### src/rtl/dts_pkg.sv
package dts_pkg;
  localparam int NUM_CH   = 4;
  localparam int IDX_RAW  = 0;
  localparam int IDX_LIVE = 1;
  localparam int IDX_PFREE = 2;
  localparam int IDX_PLIVE = 3;
endpackage

### src/rtl/dts_edge_sync.sv
module dts_edge_sync #(
  parameter int W = 1
) (
  input  logic         clk,
  input  logic         rst,
  input  logic [W-1:0] din,
  output logic [W-1:0] rise
);
  logic [W-1:0] stage_q;
  logic [W-1:0] prev_q;

  always_ff @(posedge clk) begin
    if (rst) begin
      stage_q <= '0;
      prev_q  <= '0;
    end else begin
      stage_q <= din;
      prev_q  <= stage_q;
    end
  end

  assign rise = stage_q & ~prev_q;
endmodule

### src/rtl/dts_pulser.sv
module dts_pulser #(
  parameter int DIV = 4000
) (
  input  logic clk,
  input  logic rst,
  output logic tick
);
  localparam int DW = (DIV > 1) ? $clog2(DIV) : 1;
  localparam logic [DW-1:0] LAST = DW'(DIV - 1);

  logic [DW-1:0] div_q;

  always_ff @(posedge clk) begin
    if (rst) begin
      div_q <= '0;
      tick  <= 1'b0;
    end else begin
      tick  <= (div_q == LAST);
      div_q <= (div_q == LAST) ? '0 : div_q + 1'b1;
    end
  end
endmodule

### src/rtl/dts_sat_counter.sv
module dts_sat_counter #(
  parameter int W = 32
) (
  input  logic         clk,
  input  logic         rst,
  input  logic         clr,
  input  logic         inc,
  output logic [W-1:0] cnt
);
  localparam logic [W-1:0] TOP = {W{1'b1}};

  always_ff @(posedge clk) begin
    if (rst || clr) begin
      cnt <= '0;
    end else if (inc && (cnt != TOP)) begin
      cnt <= cnt + 1'b1;
    end
  end
endmodule

### src/rtl/deadtime_scaler_bank.sv
module deadtime_scaler_bank
  import dts_pkg::*;
#(
  parameter int CNT_W     = 32,
  parameter int PULSE_DIV = 4000
) (
  input  logic             clk,
  input  logic             rst,
  input  logic             trig_in,
  input  logic             busy_in,
  input  logic             clear_in,
  input  logic             latch_in,
  output logic [CNT_W-1:0] raw_trig_snap,
  output logic [CNT_W-1:0] live_trig_snap,
  output logic [CNT_W-1:0] pulse_free_snap,
  output logic [CNT_W-1:0] pulse_live_snap,
  output logic             pulser_out
);
  logic                              trig_rise;
  logic                              busy_q;
  logic                              pulse_tick;
  logic [NUM_CH-1:0]                 inc;
  logic [NUM_CH-1:0][CNT_W-1:0]      cnt_q;
  logic [NUM_CH-1:0][CNT_W-1:0]      snap_q;

  dts_edge_sync #(.W(1)) u_trig_edge (
    .clk  (clk),
    .rst  (rst),
    .din  (trig_in),
    .rise (trig_rise)
  );

  // busy goes through one register, the same delay as the trigger stage
  always_ff @(posedge clk) begin
    if (rst) busy_q <= 1'b0;
    else     busy_q <= busy_in;
  end

  dts_pulser #(.DIV(PULSE_DIV)) u_pulser (
    .clk  (clk),
    .rst  (rst),
    .tick (pulse_tick)
  );

  always_comb begin
    inc            = '0;
    inc[IDX_RAW]   = trig_rise;
    inc[IDX_LIVE]  = trig_rise & ~busy_q;
    inc[IDX_PFREE] = pulse_tick;
    inc[IDX_PLIVE] = pulse_tick & ~busy_q;
  end

  for (genvar ch = 0; ch < NUM_CH; ch++) begin : g_cnt
    dts_sat_counter #(.W(CNT_W)) u_cnt (
      .clk (clk),
      .rst (rst),
      .clr (clear_in),
      .inc (inc[ch]),
      .cnt (cnt_q[ch])
    );
  end

  always_ff @(posedge clk) begin
    if (rst)           snap_q <= '0;
    else if (latch_in) snap_q <= cnt_q;
  end

  assign raw_trig_snap   = snap_q[IDX_RAW];
  assign live_trig_snap  = snap_q[IDX_LIVE];
  assign pulse_free_snap = snap_q[IDX_PFREE];
  assign pulse_live_snap = snap_q[IDX_PLIVE];
  assign pulser_out      = pulse_tick;
endmodule

### config.mk
export PLATFORM = sky130hd
export DESIGN_NAME = deadtime_scaler_bank
export DESIGN_NICKNAME = d
export VERILOG_FILES = /design/src/rtl/dts_pkg.sv /design/src/rtl/dts_edge_sync.sv /design/src/rtl/dts_pulser.sv /design/src/rtl/dts_sat_counter.sv /design/src/rtl/deadtime_scaler_bank.sv
export SDC_FILE = /design/constraint.sdc
export NUM_CORES = 1
export LEC_CHECK = 0
export BUFFER_PORTS_ARGS = -buffer_cell sky130_fd_sc_hd__clkbuf_2
export CAP_MARGIN = 20
export CORE_MARGIN = 1.5
export CORE_UTILIZATION = 45
export CTS_BUF_LIST = sky130_fd_sc_hd__clkbuf_2 sky130_fd_sc_hd__clkbuf_4 sky130_fd_sc_hd__clkbuf_8
export DETAILED_ROUTE_END_ITERATION = 12
export GPL_TIMING_DRIVEN = 0
export HOLD_SLACK_MARGIN = 0.06
export SLEW_MARGIN = 5
export SYNTH_ARGS = -nofsm -noshare
export SYNTH_HDL_FRONTEND = slang
export SYNTH_SLANG_ARGS = --single-unit
export TNS_END_PERCENT = 1
### constraint.sdc
create_clock -name clk -period 2.9 [get_ports clk]
set_input_delay 0.29 -clock clk [delete_from_list [all_inputs] [get_ports clk]]
set_output_delay 0.29 -clock clk [all_outputs]
set_load 0.01 [all_outputs]
==> summary.txt, run 1 <==
pin count of the biggest net entering global routing - 12
HP Class - in2reg
status - complete, no violations
Die Y - 164 um
CORE AREA - 0.0253 mm^2
effective utilization at floorplan - 0.460
setup TNS after final layout - 0 ns
Post-Syn Instances - 1303
dominant cell type by area after synthesis - dfxtp_1
n_diodes - 0
Util after Layout - 0.542
Max Freq - 384 MHz
grt ovf - 0
clock latency on the worst-skew pair - 0.56 ns
Yosys cell types - 58
skew final - 0.0162 ns
synth top area cells - dfxtp_1 (47%), mux2i_1 (12%), nor2_1 (5.8%)
Iter 0 DRT Violations - 637
Fin. Hold Viols - 0
CP Capture Type - flip-flop
drt first pass iters - 5
post-CTS resize count - 0
Final period util - 0.899
drt via density - 5.51
clk sinks - 272
layout cells sized above 1 - 0.157
via count - 10187
RSZ-0062 raised after global routing - false
worst vdd ir - 0.000406 V
Synth Register Bits - 272
Clock Path Buffers - 3
Reg clk slew, reported paths - 0.06 ns
H-tree depth - 2
die area - 0.0269 mm^2
sequential area share after synthesis - 0.467
first-pass GRT wire length - 48.0 mm
async set-reset flop share out of synthesis - 0
Slew HR - 0.321
DRC errors left - 0
count of flip-flops with a built-in enable after synthesis - 0
initial antenna violation count - 0
CTS Buf Count - 46
worst hold slack - 0.125 ns
CP Max Fanout - 10
Tmin final - 2.61 ns
Primary FF master, synth - dfxtp_1
Root Buffer - clkbuf_8
Antenna Nets Post-Route - 0
max-slew violation count - 0
Ports - 135
Mapped Area - 0.0116 mm^2
Slew @ Worst Pin - 1.02 ns
Nets - 1496
Max Cap Viol - 0
WP data arrival - 3.02 ns
Rows - 58
TritonCTS clock tree - yes
critical path class - reg2reg
syn_nets - 1314
setup violators final - 0
Total GRT Usage - 0.222
number of global-route vias before repair - 9308
Mean Syn Cell Area - 8.94 um^2
CP Data Required Time - 3.32 ns
Power per Cell Area - 557 mW/mm^2
hpwl dp - 20.7 mm
Synth top area share - 0.467
Chip Width - 164 um
area growth from synthesis to layout - 17.9%
Setup crit start kind - flip-flop
routed len/inst - 16.2 um
buffers added on ports - 132
Leak - 0.00522 uW
Ys Warns - 0
GP Congestion - 0.805
Routed Wire Length - 30.0 mm
[synth_stat cells (all sizes together), types with 3 or more instances]
cell,n
mux2i,143
a41o,6
o21ai,65
o311ai,3
ha,5
nor4,20
a31oi,5
nand4,40
or3,79
or2,5
o21bai,4
or4,24
nand3b,3
and4,16
xor2,14
nand3,50
nand2,87
o31ai,19
nor2,179
nor2b,4
dfxtp,272
a21oi,86
buf,17
clkbuf,56
nor3,15
o211ai,4
a31o,3
inv,20
and2,7
o2111ai,5
and3,17
xnor2,9
[critical path, cell delays in order (launching register included)]
cell and delay, ns:
dfxtp_1 0.49, nand4_1 0.21, or3_4 0.47, nor4_2 0.57
clkbuf_1 0.48, or3_1 0.19, a21oi_1 0.06
[cell families after synthesis]
group	Yosys count	synth area share
AND/OR/NAND/NOR	557	0.250
AO/OA/AOI/OAI	210	0.106
XOR/XNOR	23	0.0173
flip-flops	272	0.467
buffers and inverters	93	0.0305
multiplexers	143	0.123
adder cells (fa/ha/maj)	5	0.00537
[routing by layer]
metal	vias up	global-route usage	share of wire
met5	-	0	0
met4	0	0.0632	0.017
met3	48	0.0386	0.044
met1	4821	0.300	0.47
met2	220	0.362	0.47
li1	5098	-	-
[placed cells by master (no fill, tap or decap), types with 3 or more instances in the layout]
cell,n
o211ai_1,4
o31ai_1,19
mux2i_1,143
ha_1,5
nand2_1,87
clkinv_2,5
buf_2,4
nand3b_1,3
or3_1,78
dfxtp_1,272
nor3_1,15
clkbuf_8,60
o2111ai_1,5
nor4_2,4
inv_1,20
or4_1,23
buf_1,13
o21bai_1,4
and4_1,16
a31oi_1,5
nor2_1,179
clkbuf_1,55
xnor2_1,9
a41o_1,6
clkbuf_2,133
and3_1,17
xor2_1,14
nand4_1,38
o21ai_0,64
nor2b_1,4
a21oi_1,86
nor4_1,15
nand3_1,50
a31o_2,3
and2_1,7
clkbuf_4,15
or2_2,5
[cell type report]
cell class	instances	area (um^2)
Fill cell	2417	11600
Multi-Input combinational cell	938	5850
Sequential cell	272	5450
Clock buffer	75	938
Timing Repair Buffer	134	681
Tap cell	330	413
Buffer	73	280
Inverter	20	75.1
Clock inverter	6	55.1
[report_power, final]
| group | internal (uW) | switching, uW | total [uW] |
|---|---|---|---|
| Sequential | 3740 | 8.31 | 3750 |
| Combinational | 69.3 | 167 | 236 |
| Clock | 2120 | 1540 | 3660 |
| Total | 5940 | 1710 | 7650 |
[registers in the layout (all words and copies together), names as in the netlist]
signal	cells
u_trig_edge.prev_q	1
live_trig_snap	32
u_trig_edge.stage_q	1
u_pulser.div_q	12
raw_trig_snap	32
g_cnt.u_cnt.cnt	128
pulse_free_snap	32
busy_q	1
pulse_live_snap	32
u_pulser.tick	1
[what timing repair did]
action,4_1_cts,5_1_grt
endpoints found under the hold margin,2,0
hold buffers,2,0
buffers inserted,0,0
[path summary, 6_finish.rpt]
check,startpoint,to,slack [ns],cells past startpoint
worst max-delay path,g_cnt[2].u_cnt.cnt[12]$_SDFFE_PP0P_,g_cnt[2].u_cnt.cnt[21]$_SDFFE_PP0P_,0.29,6
worst max register to register,g_cnt[2].u_cnt.cnt[12]$_SDFFE_PP0P_,g_cnt[2].u_cnt.cnt[21]$_SDFFE_PP0P_,0.29,6
worst min register to register,u_pulser.div_q[0]$_SDFF_PP0_,u_pulser.div_q[0]$_SDFF_PP0_,0.47,1
worst min-delay path,clear_in,g_cnt[2].u_cnt.cnt[17]$_SDFFE_PP0P_,0.12,3
[through the flow]
| stage | power, uW | std cells | setup slack (ns) | area (um^2) |
|---|---|---|---|---|
| floorplan | 3990 | 1303 | 0.731 | 11600 |
| global placement | 4070 | 1765 | -0.0357 | 12700 |
| detailed placement | 4070 | 1765 | -0.0816 | 12700 |
| CTS | 7740 | 1848 | 0.313 | 13700 |
| global route | 7940 | 1848 | 0.0499 | 13700 |
| finish | 7650 | 1848 | 0.294 | 13700 |
Note: power is estimated with default switching activity, not from simulation.
==> inputs of run 2 (changes only) <==
--- a/config.mk
+++ b/config.mk
@@ -12,7 +12,6 @@
 export CTS_BUF_LIST = sky130_fd_sc_hd__clkbuf_2 sky130_fd_sc_hd__clkbuf_4 sky130_fd_sc_hd__clkbuf_8
 export DETAILED_ROUTE_END_ITERATION = 12
 export GPL_TIMING_DRIVEN = 0
-export HOLD_SLACK_MARGIN = 0.06
 export SLEW_MARGIN = 5
 export SYNTH_ARGS = -nofsm -noshare
 export SYNTH_HDL_FRONTEND = slang
==> constraint.sdc (replaced) <==
create_clock -name clk -period 2.5 [get_ports clk]
set_input_delay 0.25 -clock clk [delete_from_list [all_inputs] [get_ports clk]]
set_output_delay 0.25 -clock clk [all_outputs]
set_load 0.01 [all_outputs]
==> run 2 against run 1 <==
Effect of this change:
- cell count unchanged
- sequential power is 16% higher
- critical path type unchanged
- global-route usage barely moved
- clock-buffer cell count stayed put
- core utilization rose by 0.30 points
- via count up 0.17%
- non-clock buffer count did not move
- flip-flop and latch count unchanged
- fmax grew 7.9%
- combinational power rose by 17%
- critical endpoint is now g_cnt[0].u_cnt.cnt[26]$_SDFFE_PP0P_
- first-iteration DRC count decreased by 14%
- register-to-register slack worse by 0.21 ns
- largest power group unchanged
==> summary.txt, run 2 (synthesized netlist as in run 1, its figures left out) <==
area growth from synthesis to layout - 18.6%
Fin. Hold Viols - 0
hpwl dp - 20.7 mm
status - complete, no violations
setup violators final - 0
WP depth - 7
most common cell after layout, fill and taps aside - dfxtp_1
Leak - 0.00530 uW
CP Data Required Time - 2.97 ns
RSZ-0062 raised after global routing - true
max incr delay on CP - 0.53 ns
clock latency on the worst-skew pair - 0.56 ns
Max Freq - 414 MHz
initial antenna violation count - 0
max reg flops - 128
critical path class - reg2reg
Final period util - 0.966
drt via density - 5.52
R2R depth - 7
Nets - 1496
CORE AREA - 0.0253 mm^2
post-CTS setup repair buffer count - 0
TritonCTS clock tree - yes
pin count of the biggest net entering global routing - 12
clk sinks - 272
grt ovf - 0
hold path depth - 3
dpl cell area - 0.0127 mm^2
Die Y - 164 um
most used cell, CP - clkbuf_1
Root Buffer - clkbuf_8
Chip Width - 164 um
Buf+Inv Stages, Crit Path - 2
n_diodes - 0
Slew @ Worst Pin - 1.02 ns
Placed Cells - 1765
skew final - 0.0216 ns
Reg clk slew, reported paths - 0.06 ns
cells along the critical path - and4_1, clkbuf_1, nand4_1, or4_1, clkbuf_1, or3_1, a21oi_1
Iter 0 DRT Violations - 548
HP Class - in2reg
Slew HR - 0.318
Top reg by flops - g_cnt.u_cnt.cnt
DRC errors left - 0
H-tree depth - 2
routed len/inst - 16.2 um
CP Max Fanout - 8
die area - 0.0269 mm^2
Top Family by Delay on Critical Path - simple AND/OR/NAND/NOR gates
max-slew violation count - 0
WP data arrival - 2.88 ns
Total GRT Usage - 0.222
Antenna Nets Post-Route - 0
effective utilization at floorplan - 0.460
Clock Path Buffers - 3
Util after Layout - 0.545
Rows - 58
CP Capture Type - flip-flop
layout cells sized above 1 - 0.167
GP Congestion - 0.805
Ports - 135
Tmin final - 2.41 ns
Max Cap Viol - 0
drt first pass iters - 5
first-pass GRT wire length - 48.1 mm
final instance area - 0.0138 mm^2
post-route insts no fill - 1848
number of global-route vias before repair - 9314
Setup crit start kind - flip-flop
commonest cells after routing, fill and taps aside - dfxtp_1 (271), nor2_1 (179), mux2i_1 (143)
CTS Buf Count - 46
via count - 10204
buffers added on ports - 132
worst vdd ir - 0.000471 V
highest-delay cell along the critical path - or4_1
Power per Cell Area - 642 mW/mm^2
Routed Wire Length - 30.0 mm
run 2: final cells by class:
class                   instances  area [um^2]
plain buffers                  73          298
clock buffers                  75          938
clock inverters                 6         55.1
fillers                      2401        11500
inverters                      20         75.1
multi-input cells             938         5910
flip-flops and latches        272         5450
well taps                     330          413
repair buffers                134          681
run 2: final timing paths:
| path | from | end | slack (ns) |
|---|---|---|---|
| max reg2reg | g_cnt[0].u_cnt.cnt[2]$_SDFFE_PP0P_ | g_cnt[0].u_cnt.cnt[26]$_SDFFE_PP0P_ | 0.09 |
| min | clear_in | g_cnt[2].u_cnt.cnt[17]$_SDFFE_PP0P_ | 0.09 |
| min reg2reg | u_pulser.div_q[0]$_SDFF_PP0_ | u_pulser.div_q[0]$_SDFF_PP0_ | 0.47 |
| max | g_cnt[0].u_cnt.cnt[2]$_SDFFE_PP0P_ | g_cnt[0].u_cnt.cnt[26]$_SDFFE_PP0P_ | 0.09 |
run 2: through the flow:
step | setup TNS (ns) | setup WS [ns] | hold WS, ns | total power [uW]
finish | 0 | 0.0851 | 0.0933 | 8870
global placement | -18.73 | -0.396 | 0.442 | 4720
floorplan | 0 | 0.331 | 0.378 | 4630
global route | -0.220 | -0.0772 | 0.101 | 9210
CTS | 0 | 0.0145 | 0.0608 | 8980
detailed placement | -24.82 | -0.442 | 0.452 | 4720
run 2: power breakdown:
part	total [uW]	leakage (uW)	internal, uW	switching [uW]
registers	4350	0.00219	4340	10.1
clock network	4240	0.000534	2460	1780
logic	275	0.00257	81.7	193
run 2: worst register-to-register path: stages, from the launching register on:
cell      delay, ns
dfxtp_1        0.45
and4_1         0.22
clkbuf_1       0.25
nand4_1        0.20
or4_1          0.53
clkbuf_1       0.19
or3_1          0.33
a21oi_1        0.15
run 2: metal layers:
layer  up-vias  share of wire  GRT usage
met5         -              0          0
li1       5103              -          -
met2       219           0.47      0.362
met4         0          0.017     0.0632
met1      4834           0.47      0.300
met3        48          0.045     0.0386
run 2: what timing repair did:
item,in CTS,in global routing
gates resized for setup,5,21
endpoints found under the setup margin,23,72
hold buffers,2,0
gates cloned,0,0
hold endpoints to repair,2,0
pin swaps,0,1
==> inputs of run 3 (changes only) <==
--- a/config.mk
+++ b/config.mk
@@ -12,6 +12,8 @@
 export CTS_BUF_LIST = sky130_fd_sc_hd__clkbuf_2 sky130_fd_sc_hd__clkbuf_4 sky130_fd_sc_hd__clkbuf_8
 export DETAILED_ROUTE_END_ITERATION = 12
 export GPL_TIMING_DRIVEN = 0
+export PLACE_DENSITY = 0.66
+export SETUP_SLACK_MARGIN = 0.3
 export SLEW_MARGIN = 5
 export SYNTH_ARGS = -nofsm -noshare
 export SYNTH_HDL_FRONTEND = slang
==> run 3 against run 2 <==
Effect of this change:
- clock power fell by 7.8%
- worst setup slack improved by 0.14 ns
- sequential share of layout area rose by 0.15 points
- final area fell by 0.18%
- worst hold slack improved by 0.016 ns
- routed wire length fell by 1.6%
==> summary.txt, run 3 (synthesized netlist as in run 1, its figures left out) <==
GP Congestion - 0.841
CTS Buf Count - 45
Root Buffer - clkbuf_8
clock latency on the worst-skew pair - 0.56 ns
Tmin final - 2.27 ns
Ports - 135
initial antenna violation count - 0
setup violators final - 0
critical path class - reg2reg
Die Y - 164 um
met2 usage - 0.370
Clock Path Buffers - 3
flip-flop and latch area - 0.00546 mm^2
hpwl dp - 20.7 mm
Total Power - 8530 uW
Slew @ Worst Pin - 0.930 ns
footprint of the multi-input gates - 0.00594 mm^2
post-route insts no fill - 1842
CP Data Required Time - 2.99 ns
Nets - 1499
routed len/inst - 16.0 um
WP data arrival - 2.76 ns
r2r setup slk - 0.23 ns
via count - 10155
Reg clk slew, reported paths - 0.06 ns
Setup crit start kind - flip-flop
Fin. Hold Viols - 0
GRT Max-Usage Layer - met2
Chip Width - 164 um
skew final - 0.0237 ns
H-tree depth - 2
CP Capture Point - g_cnt[2].u_cnt.cnt[30]$_SDFFE_PP0P_
Antenna Nets Post-Route - 0
HP Class - in2reg
worst vdd ir - 0.000395 V
Routed Wire Length - 29.5 mm
first-pass GRT wire length - 48.2 mm
pin count of the biggest net entering global routing - 12
Total GRT Usage - 0.221
area growth from synthesis to layout - 18.4%
drt via density - 5.51
met1 usage - 0.287
DRC errors left - 0
Rows - 58
drt first pass iters - 5
Power per Cell Area - 619 mW/mm^2
commonest cells after routing, fill and taps aside - dfxtp_1 (264), nor2_1 (179), clkbuf_2 (146)
buffers added on ports - 132
met3 usage - 0.0475
n_diodes - 0
Leak - 0.00528 uW
CP Max Fanout - 7
Iter 0 DRT Violations - 622
status - complete, no violations
most common cell after layout, fill and taps aside - dfxtp_1
RSZ-0062 raised after global routing - true
Top reg by flops - g_cnt.u_cnt.cnt
max-slew violation count - 0
Final period util - 0.909
die area - 0.0269 mm^2
r2r endpoint - g_cnt[2].u_cnt.cnt[30]$_SDFFE_PP0P_
Max Freq - 440 MHz
layout cells sized above 1 - 0.175
TritonCTS clock tree - yes
FILL cells - 2364
final instance area - 0.0138 mm^2
number of global-route vias before repair - 9554
cells along the critical path - nand4_2, or3_4, or4_4, or4_1, a21oi_1
Critical Path Start - g_cnt[2].u_cnt.cnt[8]$_SDFFE_PP0P_
highest-delay cell along the critical path - or4_4
dpl cell area - 0.0127 mm^2
R2R Path Start - g_cnt[2].u_cnt.cnt[8]$_SDFFE_PP0P_
max incr delay on CP - 0.52 ns
CORE AREA - 0.0253 mm^2
clk sinks - 272
max reg flops - 128
grt ovf - 0
effective utilization at floorplan - 0.460
Max Cap Viol - 0
Slew HR - 0.380
R2R depth - 5
CP Capture Type - flip-flop
Placed Cells - 1765
-- run 3: changes by cell type in the layout (fill, tap and decap cells not counted), sizes merged --
cell | before | now
clkbuf | 265 | 257
clkinv | 5 | 2
buf | 15 | 20
clkinvlp | 0 | 1
bufinv | 1 | 0
-- run 3: worst min path at each step --
stage	cells after the start	start	slack, ns	end
2_1_floorplan	1	busy_in	0.38	busy_q$_SDFF_PP0_
3_3_place_gp	1	u_pulser.div_q[0]$_SDFF_PP0_	0.44	u_pulser.div_q[0]$_SDFF_PP0_
3_5_place_dp	1	u_pulser.div_q[0]$_SDFF_PP0_	0.45	u_pulser.div_q[0]$_SDFF_PP0_
4_1_cts	3	clear_in	0.05	g_cnt[3].u_cnt.cnt[6]$_SDFFE_PP0P_
5_1_grt	3	clear_in	0.09	g_cnt[3].u_cnt.cnt[6]$_SDFFE_PP0P_
6_report	3	clear_in	0.11	g_cnt[2].u_cnt.cnt[17]$_SDFFE_PP0P_
-- run 3: final cells by class --
class	count	area share
flip-flops and latches	272	0.396
well taps	330	0.0299
repair buffers	138	0.0515
clock buffers	68	0.0629
clock inverters	3	0.00127
multi-input cells	938	0.431
plain buffers	73	0.0221
inverters	20	0.00545
-- run 3: where the power goes --
| group | total (uW) | internal, uW | switching, uW |
|---|---|---|---|
| combinational | 270 | 82.7 | 188 |
| clock | 3910 | 2180 | 1730 |
| sequential | 4350 | 4340 | 9.73 |
| total | 8530 | 6610 | 1920 |
-- run 3: what timing repair did --
| item | 4_1_cts | 5_1_grt |
|---|---|---|
| hold endpoints to repair | 2 | 0 |
| buffers inserted | 3 | 1 |
| hold buffers | 2 | 0 |
| resized for setup | 28 | 18 |
| endpoints found under the setup margin | 101 | 117 |
| pin swaps | 4 | 3 |
-- run 3: routing by layer --
| layer | wire length [um] | vias to the layer above | share of wire |
|---|---|---|---|
| li1 | - | 5114 | - |
| met1 | 13400 | 4768 | 0.45 |
| met2 | 13800 | 224 | 0.47 |
| met3 | 1740 | 49 | 0.059 |
| met4 | 500 | 0 | 0.017 |
| met5 | 0 | - | 0 |
-- run 3: metrics by stage --
step	utilization	setup WS, ns	setup TNS, ns	hold WS (ns)
2_1_floorplan	-	0.331	0	0.378
5_1_grt	0.544	0.0749	0	0.0934
4_1_cts	0.542	0.225	0	0.0517
3_3_place_gp	0.502	-0.360	-14.36	0.441
6_report	0.544	0.227	0	0.109
3_5_place_dp	0.502	-0.355	-14.94	0.453
-- run 3: worst max-delay path: cells and delay by family (launching register included) --
| kind | cells | cell delay, ns |
|---|---|---|
| flip-flops | 1 | 0.44 |
| AND/OR/NAND/NOR | 4 | 1.61 |
| AO/OA/AOI/OAI | 1 | 0.15 |
